$ cat config.mk
export PLATFORM = sky130hd
export DESIGN_NAME = qpsk_pilot_mux
export DESIGN_NICKNAME = d
export VERILOG_FILES = /design/src/rtl/qpsk_pilot_mux.sv
export SDC_FILE = /design/constraint.sdc
export NUM_CORES = 1
export LEC_CHECK = 0
export CAP_MARGIN = 20
export CORE_MARGIN = 2
export CORE_UTILIZATION = 40
export CTS_CLUSTER_DIAMETER = 30
export DETAILED_ROUTE_END_ITERATION = 10
export GPL_TIMING_DRIVEN = 0
export PLACE_DENSITY = 0.71
export SYNTH_ARGS = -nofsm -noshare
export SYNTH_HDL_FRONTEND = slang
export SYNTH_SLANG_ARGS = --single-unit
$ cat constraint.sdc
create_clock -name clk -period 3.97 [get_ports clk]
set_input_delay 0.794 -clock clk [delete_from_list [all_inputs] [get_ports clk]]
set_output_delay 0.794 -clock clk [all_outputs]
set_load 0.01 [all_outputs]
$ cat src/rtl/qpsk_pilot_mux.sv
module qpsk_pilot_mux #(
  parameter int WORD_W   = 32,
  parameter int LVL_W    = 16,
  parameter int LEVEL    = 23170,
  parameter int DATA_RUN = 5
) (
  input  logic              clk,
  input  logic              rst,
  input  logic              word_valid,
  input  logic [WORD_W-1:0] word_data,
  output logic              word_ready,
  input  logic              ref_valid,
  input  logic              ref_bit,
  output logic              ref_ready,
  output logic              sym_valid,
  output logic [LVL_W-1:0]  sym_re,
  output logic [LVL_W-1:0]  sym_im,
  output logic              sym_is_pilot,
  input  logic              sym_ready
);
  localparam int SYMS   = WORD_W / 2;
  localparam int CNT_W  = $clog2(SYMS + 1);
  localparam int SLOT_W = $clog2(DATA_RUN + 1);
  localparam logic [LVL_W-1:0] POS = LVL_W'(LEVEL);
  localparam logic [LVL_W-1:0] NEG = LVL_W'(-LEVEL);

  logic [WORD_W-1:0] word_sh;
  logic [CNT_W-1:0]  word_left;
  logic [1:0]        pil_bits;
  logic [1:0]        pil_cnt;
  logic [SLOT_W-1:0] slot;
  logic              pilot_slot, out_hs, bit_i, bit_q;

  assign pilot_slot   = (slot == '0);
  assign word_ready   = (word_left == '0);
  assign ref_ready    = (pil_cnt != 2'd2);
  assign sym_valid    = pilot_slot ? (pil_cnt == 2'd2) : (word_left != '0);
  assign sym_is_pilot = pilot_slot;
  assign out_hs       = sym_valid && sym_ready;
  assign bit_i        = pilot_slot ? pil_bits[0] : word_sh[WORD_W-1];
  assign bit_q        = pilot_slot ? pil_bits[1] : word_sh[WORD_W-2];
  assign sym_re       = bit_i ? NEG : POS;
  assign sym_im       = bit_q ? NEG : POS;

  always_ff @(posedge clk) begin
    if (rst) begin
      word_left <= '0;
      pil_cnt   <= '0;
      slot      <= '0;
    end else begin
      if (word_valid && word_ready) begin
        word_sh   <= word_data;
        word_left <= CNT_W'(SYMS);
      end else if (out_hs && !pilot_slot) begin
        word_sh   <= word_sh << 2;
        word_left <= word_left - 1'b1;
      end
      if (out_hs && pilot_slot) begin
        pil_cnt <= '0;
      end else if (ref_valid && ref_ready) begin
        pil_bits[pil_cnt[0]] <= ref_bit;
        pil_cnt              <= pil_cnt + 1'b1;
      end
      if (out_hs)
        slot <= (slot == SLOT_W'(DATA_RUN)) ? '0 : slot + 1'b1;
    end
  end


  hold_while_stalled_chk: assert property (@(posedge clk) disable iff (rst)
    sym_valid && !sym_ready |=> sym_valid && $stable(sym_re) && $stable(sym_im) && $stable(sym_is_pilot));


  level_set_chk: assert property (@(posedge clk) disable iff (rst)
    sym_valid |-> (sym_re == POS || sym_re == NEG) && (sym_im == POS || sym_im == NEG));


  word_busy_chk: assert property (@(posedge clk) disable iff (rst)
    sym_valid && !sym_is_pilot |-> !word_ready);


  ref_release_chk: assert property (@(posedge clk) disable iff (rst)
    sym_valid && sym_ready && sym_is_pilot |=> ref_ready && !sym_is_pilot);


  reset_clear_chk: assert property (@(posedge clk)
    rst |=> !sym_valid && word_ready && ref_ready);
endmodule

---- Word level (Yosys, flattened, before mapping) ----
Index checks and enable logic that the tools add are counted.
operators by class
  add/subtract/negate cells ............... 3
  multipliers ............................. 0
  divide/modulo/power cells ............... 0
  magnitude comparators ................... 2
  equality and inequality tests ........... 3
  shifts and indexed selects .............. 0
  mux-type cells .......................... 13
  bitwise logic cells ..................... 2
  reductions and logical operators ........ 15
operators with widths
  operator             number
  $mux 32              2
  $mux 16              2
  $mux 5               2
  $logic_and 1x1->1    6
  $logic_not 5->1      1
  $reduce_bool 5->1    1
  $sub 5x1->5 const B  1
  $mux 1               4
  $reduce_or 2->1      2
  $add 3x1->3 const B  1
  $eq 3x3->1 const B   1
  $logic_not 3->1      1
  $mux 3               1
  $reduce_and 3->1     1
  $add 2x1->2 const B  1
  $bwmux 2             1
  $eq 2x2->1 const B   1
  $lt 1x2->1 const B   1
  $ne 2x2->1 const B   1
  $not 1->1            2
  $reduce_and 2->1     1
  $reduce_bool 2->1    1
  $demux 1 s1          1
  $ge 1x1->1 const B   1
  $logic_not 1->1      1
storage, ports and cells
  flip-flop bits (word level) ............. 44
  bits in latches ......................... 0
  RAM bits ................................ 0
  ROM bits ................................ 0
  bits of input ports ..................... 38
  output and inout bits ................... 36
  word-level logic and storage cells ...... 44
  memories ................................ 0

---- Longest topological paths before layout ----
Gate-level depths: netlist (run 1).
  depth after elaboration ................. 6
  gate-level depth with buffers ........... 7
  depth with buffers taken out ............ 6

---- Worst setup path before layout (run 1) ----
No wires, ideal clock.
  path type ............................... input-to-reg
  start ................................... input word_valid
  end ..................................... register word_sh[0] (enable)
  setup time .............................. 0.432 ns
  arrival time ............................ 3.041 ns
  required time ........................... 3.538 ns
  setup slack ............................. 0.497 ns
  stages on the path ...................... 5
  path buffers ............................ 2
  cells stage by stage .................... nand4bb_1 -> or2_1 -> clkbuf_1 -> buf_2 -> a21oi_1
between the ends
  word-level cells in the longest chain between the ends .. 3
RTL lines
  item                                line  text
  start, declared                     9     input logic word_valid,
  $logic_and 1x1->1                   51    if (word_valid && word_ready) begin
  $reduce_bool 2->1 (no source line)  n/a
  $reduce_and 2->1 (no source line)   n/a
  end signal, assigned                52    word_sh <= word_data;
  end signal, assigned                55    word_sh <= word_sh << 2;
  end, declared                       27    logic [WORD_W-1:0] word_sh;
Every way passes these cells.
A chain may end at the register's enable or synchronous reset.

---- Worst setup path after layout (run 1) ----
  start ................................... register slot[2]
  end ..................................... output sym_re[4]
between the ends
  word-level cells in the longest chain between the ends .. 3
RTL lines
  item                    line  text
  start, declared         31    logic [SLOT_W-1:0] slot;
  start signal, assigned  65    slot <= (slot == SLOT_W'(DATA_RUN)) ? '0 : slot + 1'b1;
  $logic_not 3->1         34    assign pilot_slot = (slot == '0);
  $mux 1                  40    assign bit_i = pilot_slot ? pil_bits[0] : word_sh[WORD_W-1];
  net bit_i               32    logic pilot_slot, out_hs, bit_i, bit_q;
  $mux 16                 42    assign sym_re = bit_i ? NEG : POS;
  end, declared           16    output logic [LVL_W-1:0] sym_re,
The timed path passes the listed nets, and every way through them passes these cells.

==> flow_summary.ini, run 1 <==
[timing]
final_hold_viol_count = 0
setup_viol = 0
worstMarginPinSlew_ns = 0.5402
worst_slack_ns = 0.4188
maxSlewHeadroom_pct = 63.99
fin_skew_ns = 0.007151
max_freq_mhz = 281.6
period_share_pct = 89.45
period_needed_ns = 3.551
whs_ns = 0.5022
rsz0062_at_grt = false
report.final.slew_viol_count = 0

[power_and_ir_drop]
pwr-share-clk_pct = 32.1
seqPwrFrac_pct = 44.4
ir_worst_vdd_uv = 217.6
leakage_nw = 1.209
power_frac_comb_pct = 23.5
total_power_w = 0.001233
p_switching_w = 0.0002759
switching_share_pct = 22.37
p_int_w = 0.0009576
p_per_area_mw_per_mm2 = 384.8

[grt]
grt_util_all_layers_pct = 14.13
overflow = 0
antenna_found_initial = 0
grtUsageMet1_pct = 16.59
grtUsageMet3_pct = 6.023
grtUsageMet2_pct = 23.56
busiest_layer = met2
grt_max_degree = 22
grt_pass1_vias = 1452
grt_pass1_wl_um = 6810

[setup_path]
critPathKind = register to primary output
worst_ep_required_time_ns = 3.18
r2r_cells = 8
slowest_stage = clkdlybuf4s50_1
reg2reg_slack_ns = 1.54
r2r-start = word_left[1]
cp.arrival_ns = 2.76
crit_family = buffers and inverters
r2r-end = word_sh[31]
critPathLaunchType = register
end_kind = primary output
cp_num_buf_inv = 5
crit_chain = or3_1, clkbuf_1, inv_2, mux2i_1, inv_1, buf_4, clkdlybuf4s50_1
slowest_delay_ns = 0.47
path_max_fanout = 9

[detailed_routing]
num_vias = 1515
dr.first_iter.drc_count = 69
post-route-drc-count = 0
avgRoutedWirePerCell_um = 12.67
ant_nets = 0
drt-total-wl_um = 4143
first_pass_iters = 4
viasPerCell = 4.633

[yosys]
synth_seq_area_share_pct = 54.28
syn-cell-area_mm2 = 0.002250
synthCells = 176
synth_warnings = 0
yosys.area.top_type_share_pct = 45.38
avgSynthCellArea_um2 = 12.78
synthDistinctLibCells = 37
ys_seq_elements = 44
yosys.area.top_type = edfxtp_1
ys_top_cells_by_area = edfxtp_1 (45%), mux2_1 (16%), buf_4 (10%)

[layout]
drive_gt1_share_pct = 18.82
num-fill-cells = 456
utilization_pct = 58.57
antenna_cells = 0
final_area_mm2 = 0.003206
layout.nets = 295
area_growth_pct = 42.49

[cts]
path_clk_slew_ns = 0.08
clkLatencyLatePin_ns = 0.29
root_buffer = clkbuf_8
cts_setup_buffers = 0
cts_tree = yes
post_cts_resized = 0
htreeDepth = 2
clock_path_buffers = 2
ctsHoldBuffers = 0
cts_sinks = 44
numCtsBuffers = 5

[floorplan]
start_util_pct = 41.11
die_h_um = 79.00
dieWidth_um = 79.00
core_area_mm2 = 0.005473
dieArea_mm2 = 0.006240
pin_count = 74
rows = 27

[min_path]
holdCritPathClass = register to register
min_to = word_left[0]
hp-start = word_left[0]
hold_path_depth = 2

[status]
outcome = finished, final reports clean

[placed_design]
pre_cts_ws_ns = 0.7017
gp_congestion = 0.7524
placed_cell_area_mm2 = 0.003077
io_buffers = 69
dpl.hpwl_um = 3064

[job]
cap_violations = 0
-- Yosys cell counts --
cell type  count
conb_1         2
clkbuf_1       3
inv_1          8
o211ai_1       2
buf_4         30
a21oi_1        5
nor2_1         3
or2_1          1
o31ai_1        1
o311ai_0       1
a21boi_1       1
o41ai_1        1
or3b_2         1
a2111oi_4      1
nor3_1         6
and4_4         1
o21ai_0        2
nand2_1        1
nor2b_1        1
mux2_1        31
dfxtp_1       10
nand3_1        2
inv_2          1
or4b_1         1
or4_1          1
edfxtp_1      34
ha_1           2
clkinv_2       1
nand4_1        2
or3_1          2
nand4bb_1      1
buf_2          4
and2_1         2
mux2i_1        4
nor3b_1        1
nand2b_1       4
a211oi_1       2
-- state kept, by name (all words and copies together) (netlist names) --
signal and cells:
word_sh 32, pil_bits 2, pil_cnt 2, word_left 5, slot 3
-- tightest hold or removal path: stages, from the launching register on --
cell      delay, ns
dfxtp_1        0.33
o31ai_1        0.07
a211oi_1       0.06
-- area by class of cell --
cell class | count | area, um2 | area share [%]
Sequential cell | 44 | 1221 | 38.10
Buffer | 37 | 256.5 | 8.002
Tap cell | 72 | 90.09 | 2.810
Clock buffer | 5 | 68.82 | 2.147
Multi-Input combinational cell | 87 | 752.0 | 23.46
Timing Repair Buffer | 70 | 718.2 | 22.40
Inverter | 10 | 38.79 | 1.210
Clock inverter | 2 | 60.06 | 1.874
-- power groups by stage --
stage / clock network (W) / registers, W / logic, W
floorplan: 0 / 0.000556 / 0.000159
global placement: 0 / 0.000559 / 0.000282
detailed placement: 0 / 0.000558 / 0.000292
CTS: 0.000406 / 0.000548 / 0.000294
global route: 0.000424 / 0.000551 / 0.000316
finish: 0.000396 / 0.000548 / 0.000290
-- through the flow --
step,cells,setup TNS [ns]
floorplan,178,0
global placement,319,-23.93
detailed placement,320,0
CTS,327,0
global route,327,0
finish,327,0
-- per-layer routing --
| layer | vias up | wire length, um |
|---|---|---|
| li1 | 759 | - |
| met1 | 696 | 1777 |
| met2 | 57 | 1965 |
| met3 | 3 | 373 |
| met4 | 0 | 27 |
| met5 | - | 0 |
-- cells in the final DEF, fill, tap and decap left out, types with 2 or more instances in the layout --
cell type         n
a211oi_1          2
a21oi_1           4
and2_1            2
buf_2             4
buf_4            30
bufinv_16         2
clkbuf_1          3
clkbuf_8          5
clkdlybuf4s50_1  69
conb_1            4
dfxtp_1          10
edfxtp_1         34
ha_1              2
inv_1             8
mux2_1           31
mux2i_1           4
nand2b_1          4
nand3_1           2
nand4_1           2
nor2_1            3
nor3_1            6
o211ai_1          2
o21ai_0           2
or3_1             2
-- cell families (layout without fill, tap and decap cells) --
kind of cell    Yosys count  after routing  synth area share (%)
compound gates           16             16                 5.562
buf+inv                  47            124                 13.13
fa+ha+maj                 2              2                 1.112
other cells               2              4                0.3338
mux                      35             35                 17.30
flops                    44             44                 54.28
simple gates             30             30                 8.287
-- worst max path at each step --
stage | startpoint | endpoint | slack, ns | cells after the start
2_1_floorplan | word_valid | word_sh[0] | 0.50 | 5
3_3_place_gp | word_valid | word_sh[22] | -0.75 | 6
3_5_place_dp | slot[2] | sym_re[4] | 0.70 | 7
4_1_cts | slot[2] | sym_re[4] | 0.36 | 7
5_1_grt | slot[2] | sym_im[6] | 0.18 | 7
6_report | slot[2] | sym_re[4] | 0.42 | 7
(Power assumes the default switching activity.)
==> run 2, diff against run 1 <==
ABC_AREA = 1   (was default)
GPL_TIMING_DRIVEN = default   (was 0)
PLACE_DENSITY = 0.7   (was 0.71)
SLEW_MARGIN = 20   (was default)
==> run 2 against run 1 <==
Compared with the run above: first-iteration DRC count is 52% higher; combinational power is 23% lower; critical path depth is 2 lower; final cell count is 14% higher; die area is 4.7% higher; sequential power is 2% lower; power is 17% lower; design area is 8.1% lower; sequential share of layout area is 3.3 points higher; non-clock buffer count is 36 lower; worst setup slack better by 0.62 ns; highest routed layer unchanged.
==> flow_summary.ini, run 2 <==
[status]
outcome = finished, final reports clean

[cts]
path_clk_slew_ns = 0.08
cts_setup_buffers = 0
cts_sinks = 44
numCtsBuffers = 5
root_buffer = clkbuf_8
ctsHoldBuffers = 0
clkLatencyLatePin_ns = 0.29
htreeDepth = 2
post_cts_resized = 0
cts_tree = yes
clock_path_buffers = 2

[floorplan]
dieWidth_um = 80.83
pin_count = 74
die_h_um = 80.83
dieArea_mm2 = 0.006533
rows = 27
core_area_mm2 = 0.005608
start_util_pct = 42.10

[detailed_routing]
num_vias = 1724
first_pass_iters = 4
viasPerCell = 4.610
drt-total-wl_um = 4351
ant_nets = 0
avgRoutedWirePerCell_um = 11.63
post-route-drc-count = 0
dr.first_iter.drc_count = 105

[grt]
antenna_found_initial = 0
grt_pass1_vias = 1652
overflow = 0
grt_pass1_wl_um = 7044
grt_util_all_layers_pct = 13.74
grt_max_degree = 37

[power_and_ir_drop]
pwr-share-clk_pct = 25.6
ir_worst_vdd_uv = 180.8
p_per_area_mw_per_mm2 = 347.5
power_frac_comb_pct = 21.9
switching_share_pct = 25.68
seqPwrFrac_pct = 52.5
p_switching_w = 0.0002629
p_int_w = 0.0007611
leakage_nw = 1.203

[layout]
final_cell_mix = nand2_1 (79), clkdlybuf4s50_1 (69), nand3_1 (37), edfxtp_1 (34), inv_1 (12)
final_area_mm2 = 0.002947
fin_cells = 374
top_register = word_sh
layout_commonest_cell = nand2_1
layout.nets = 341
area_growth_pct = 24.80
largest_reg_flops = 32
antenna_cells = 0
drive_gt1_share_pct = 8.278
top_regs = word_sh (32), word_left (5), slot (3)

[yosys]
synth_ff_type = edfxtp_1
syn-cell-area_mm2 = 0.002361
synth_warnings = 0
ys_top_cells_by_area = edfxtp_1 (43%), nand2_1 (13%), buf_4 (10%)
synth-async-reset-ratio_pct = 0
synth_edf_count = 34
synth_most_common_cell = nand2_1
synthDistinctLibCells = 29
avgSynthCellArea_um2 = 9.012
ys_seq_elements = 44
yosys.area.top_type_share_pct = 43.24
synth_seq_area_share_pct = 51.72
yosys-top-cells-count = nand2_1 (79), nand3_1 (37), edfxtp_1 (34)
yosys.area.top_type = edfxtp_1
synthCells = 262

[timing]
maxSlewHeadroom_pct = 63.46
max_freq_mhz = 341.2
rsz0062_at_grt = false
period_share_pct = 73.82
fin_skew_ns = 0.004710
worstMarginPinSlew_ns = 0.5473
period_needed_ns = 2.931
report.final.slew_viol_count = 0
tns_ns = 0
final_hold_viol_count = 0
setup_viol = 0

[min_path]
holdCritPathClass = register to register

[placed_design]
gp_congestion = 0.7210
io_buffers = 69
placed_cells = 366
placed_cell_area_mm2 = 0.002867
dpl.hpwl_um = 3115

[setup_path]
crit_chain = inv_1, ha_1, nand3_2, inv_2, clkdlybuf4s50_1
slowest_delay_ns = 0.64
slowest_stage = clkdlybuf4s50_1
critPathLaunch = word_left[0]
cp.arrival_ns = 2.14
path_max_fanout = 32
reg2reg_slack_ns = 1.19
cp-endpoint = word_ready
r2r-end = word_sh[28]
worst_ep_required_time_ns = 3.18
r2r_cells = 7
critPathLaunchType = register
r2r-start = word_left[0]
end_kind = primary output
critPathKind = register to primary output

[job]
cap_violations = 0
==> run 2: cell count changes in the layout (fill, tap and decap cells not counted), moves of 5 or more <==
cell,delta
nand2_2,+5
a21oi_1,+5
buf_4,-28
nand2_1,+78
nand3_1,+35
mux2_1,-31
==> run 2: power by group through the flow <==
| stage | registers (W) | logic, W | clock network [W] |
|---|---|---|---|
| floorplan | 0.000545 | 0.000155 | 0 |
| global placement | 0.000547 | 0.000223 | 0 |
| detailed placement | 0.000548 | 0.000227 | 0 |
| CTS | 0.000537 | 0.000227 | 0.000269 |
| global route | 0.000540 | 0.000248 | 0.000288 |
| finish | 0.000537 | 0.000224 | 0.000263 |
==> run 2: kinds of logic after synthesis <==
family | count (synthesis) | synth area share, %
adder cells (fa/ha/maj) | 2 | 1.060
buffers and inverters | 57 | 15.63
other | 2 | 0.3181
AND/OR/NAND/NOR | 140 | 27.03
AO/OA/AOI/OAI | 14 | 3.127
flip-flops | 44 | 51.72
XOR/XNOR | 3 | 1.113
==> run 2: layer usage <==
metal  track usage, %  share of wire, %  vias up  wire length [um]
met3            3.556               6.5        7               282
li1                 -                 -      898                 -
met4            3.559               1.1        0                47
met2            23.31                47       59              2035
met5                0                 0        -                 0
met1            17.50                46      760              1986
==> run 2: stage by stage <==
stage          util [%]  hold slack (ns)  worst slack, ns   power, W
2_1_floorplan         -           0.4437           0.8453  0.0007001
3_3_place_gp      51.12           0.4538            1.157  0.0007698
3_5_place_dp      51.12           0.4683            1.115  0.0007746
4_1_cts           52.54           0.4797            1.020   0.001034
5_1_grt           52.54           0.5094           0.8900   0.001076
6_report          52.54           0.4766            1.039   0.001024
==> run 2: worst max-delay path, delay by kind of cell, from the launching register on <==
kind                     cells  cell delay [ns]
AND/OR/NAND/NOR              1             0.14
flip-flops                   1             0.32
adder cells (fa/ha/maj)      1             0.22
buffers and inverters        3             1.17
==> run 2: worst min-delay path by stage <==
stage / startpoint / end / slack, ns / cells after the start
after floorplan: pil_cnt[1] / pil_cnt[1] / 0.44 / 2
after global placement: pil_cnt[1] / pil_cnt[1] / 0.45 / 2
after detailed placement: word_left[0] / word_left[0] / 0.47 / 2
after CTS: word_left[0] / word_left[0] / 0.48 / 2
after global routing: pil_cnt[1] / pil_cnt[1] / 0.51 / 2
final: pil_cnt[1] / pil_cnt[1] / 0.48 / 2
==> run 2: area by class of cell <==
type | count | area, um2
fill | 540 | 2661
multi-input combinational | 163 | 789.5
clock buffer | 6 | 72.57
tap | 72 | 90.09
sequential | 44 | 1221
inverter | 16 | 60.06
timing repair buffer | 71 | 705.7
clock inverter | 2 | 7.507
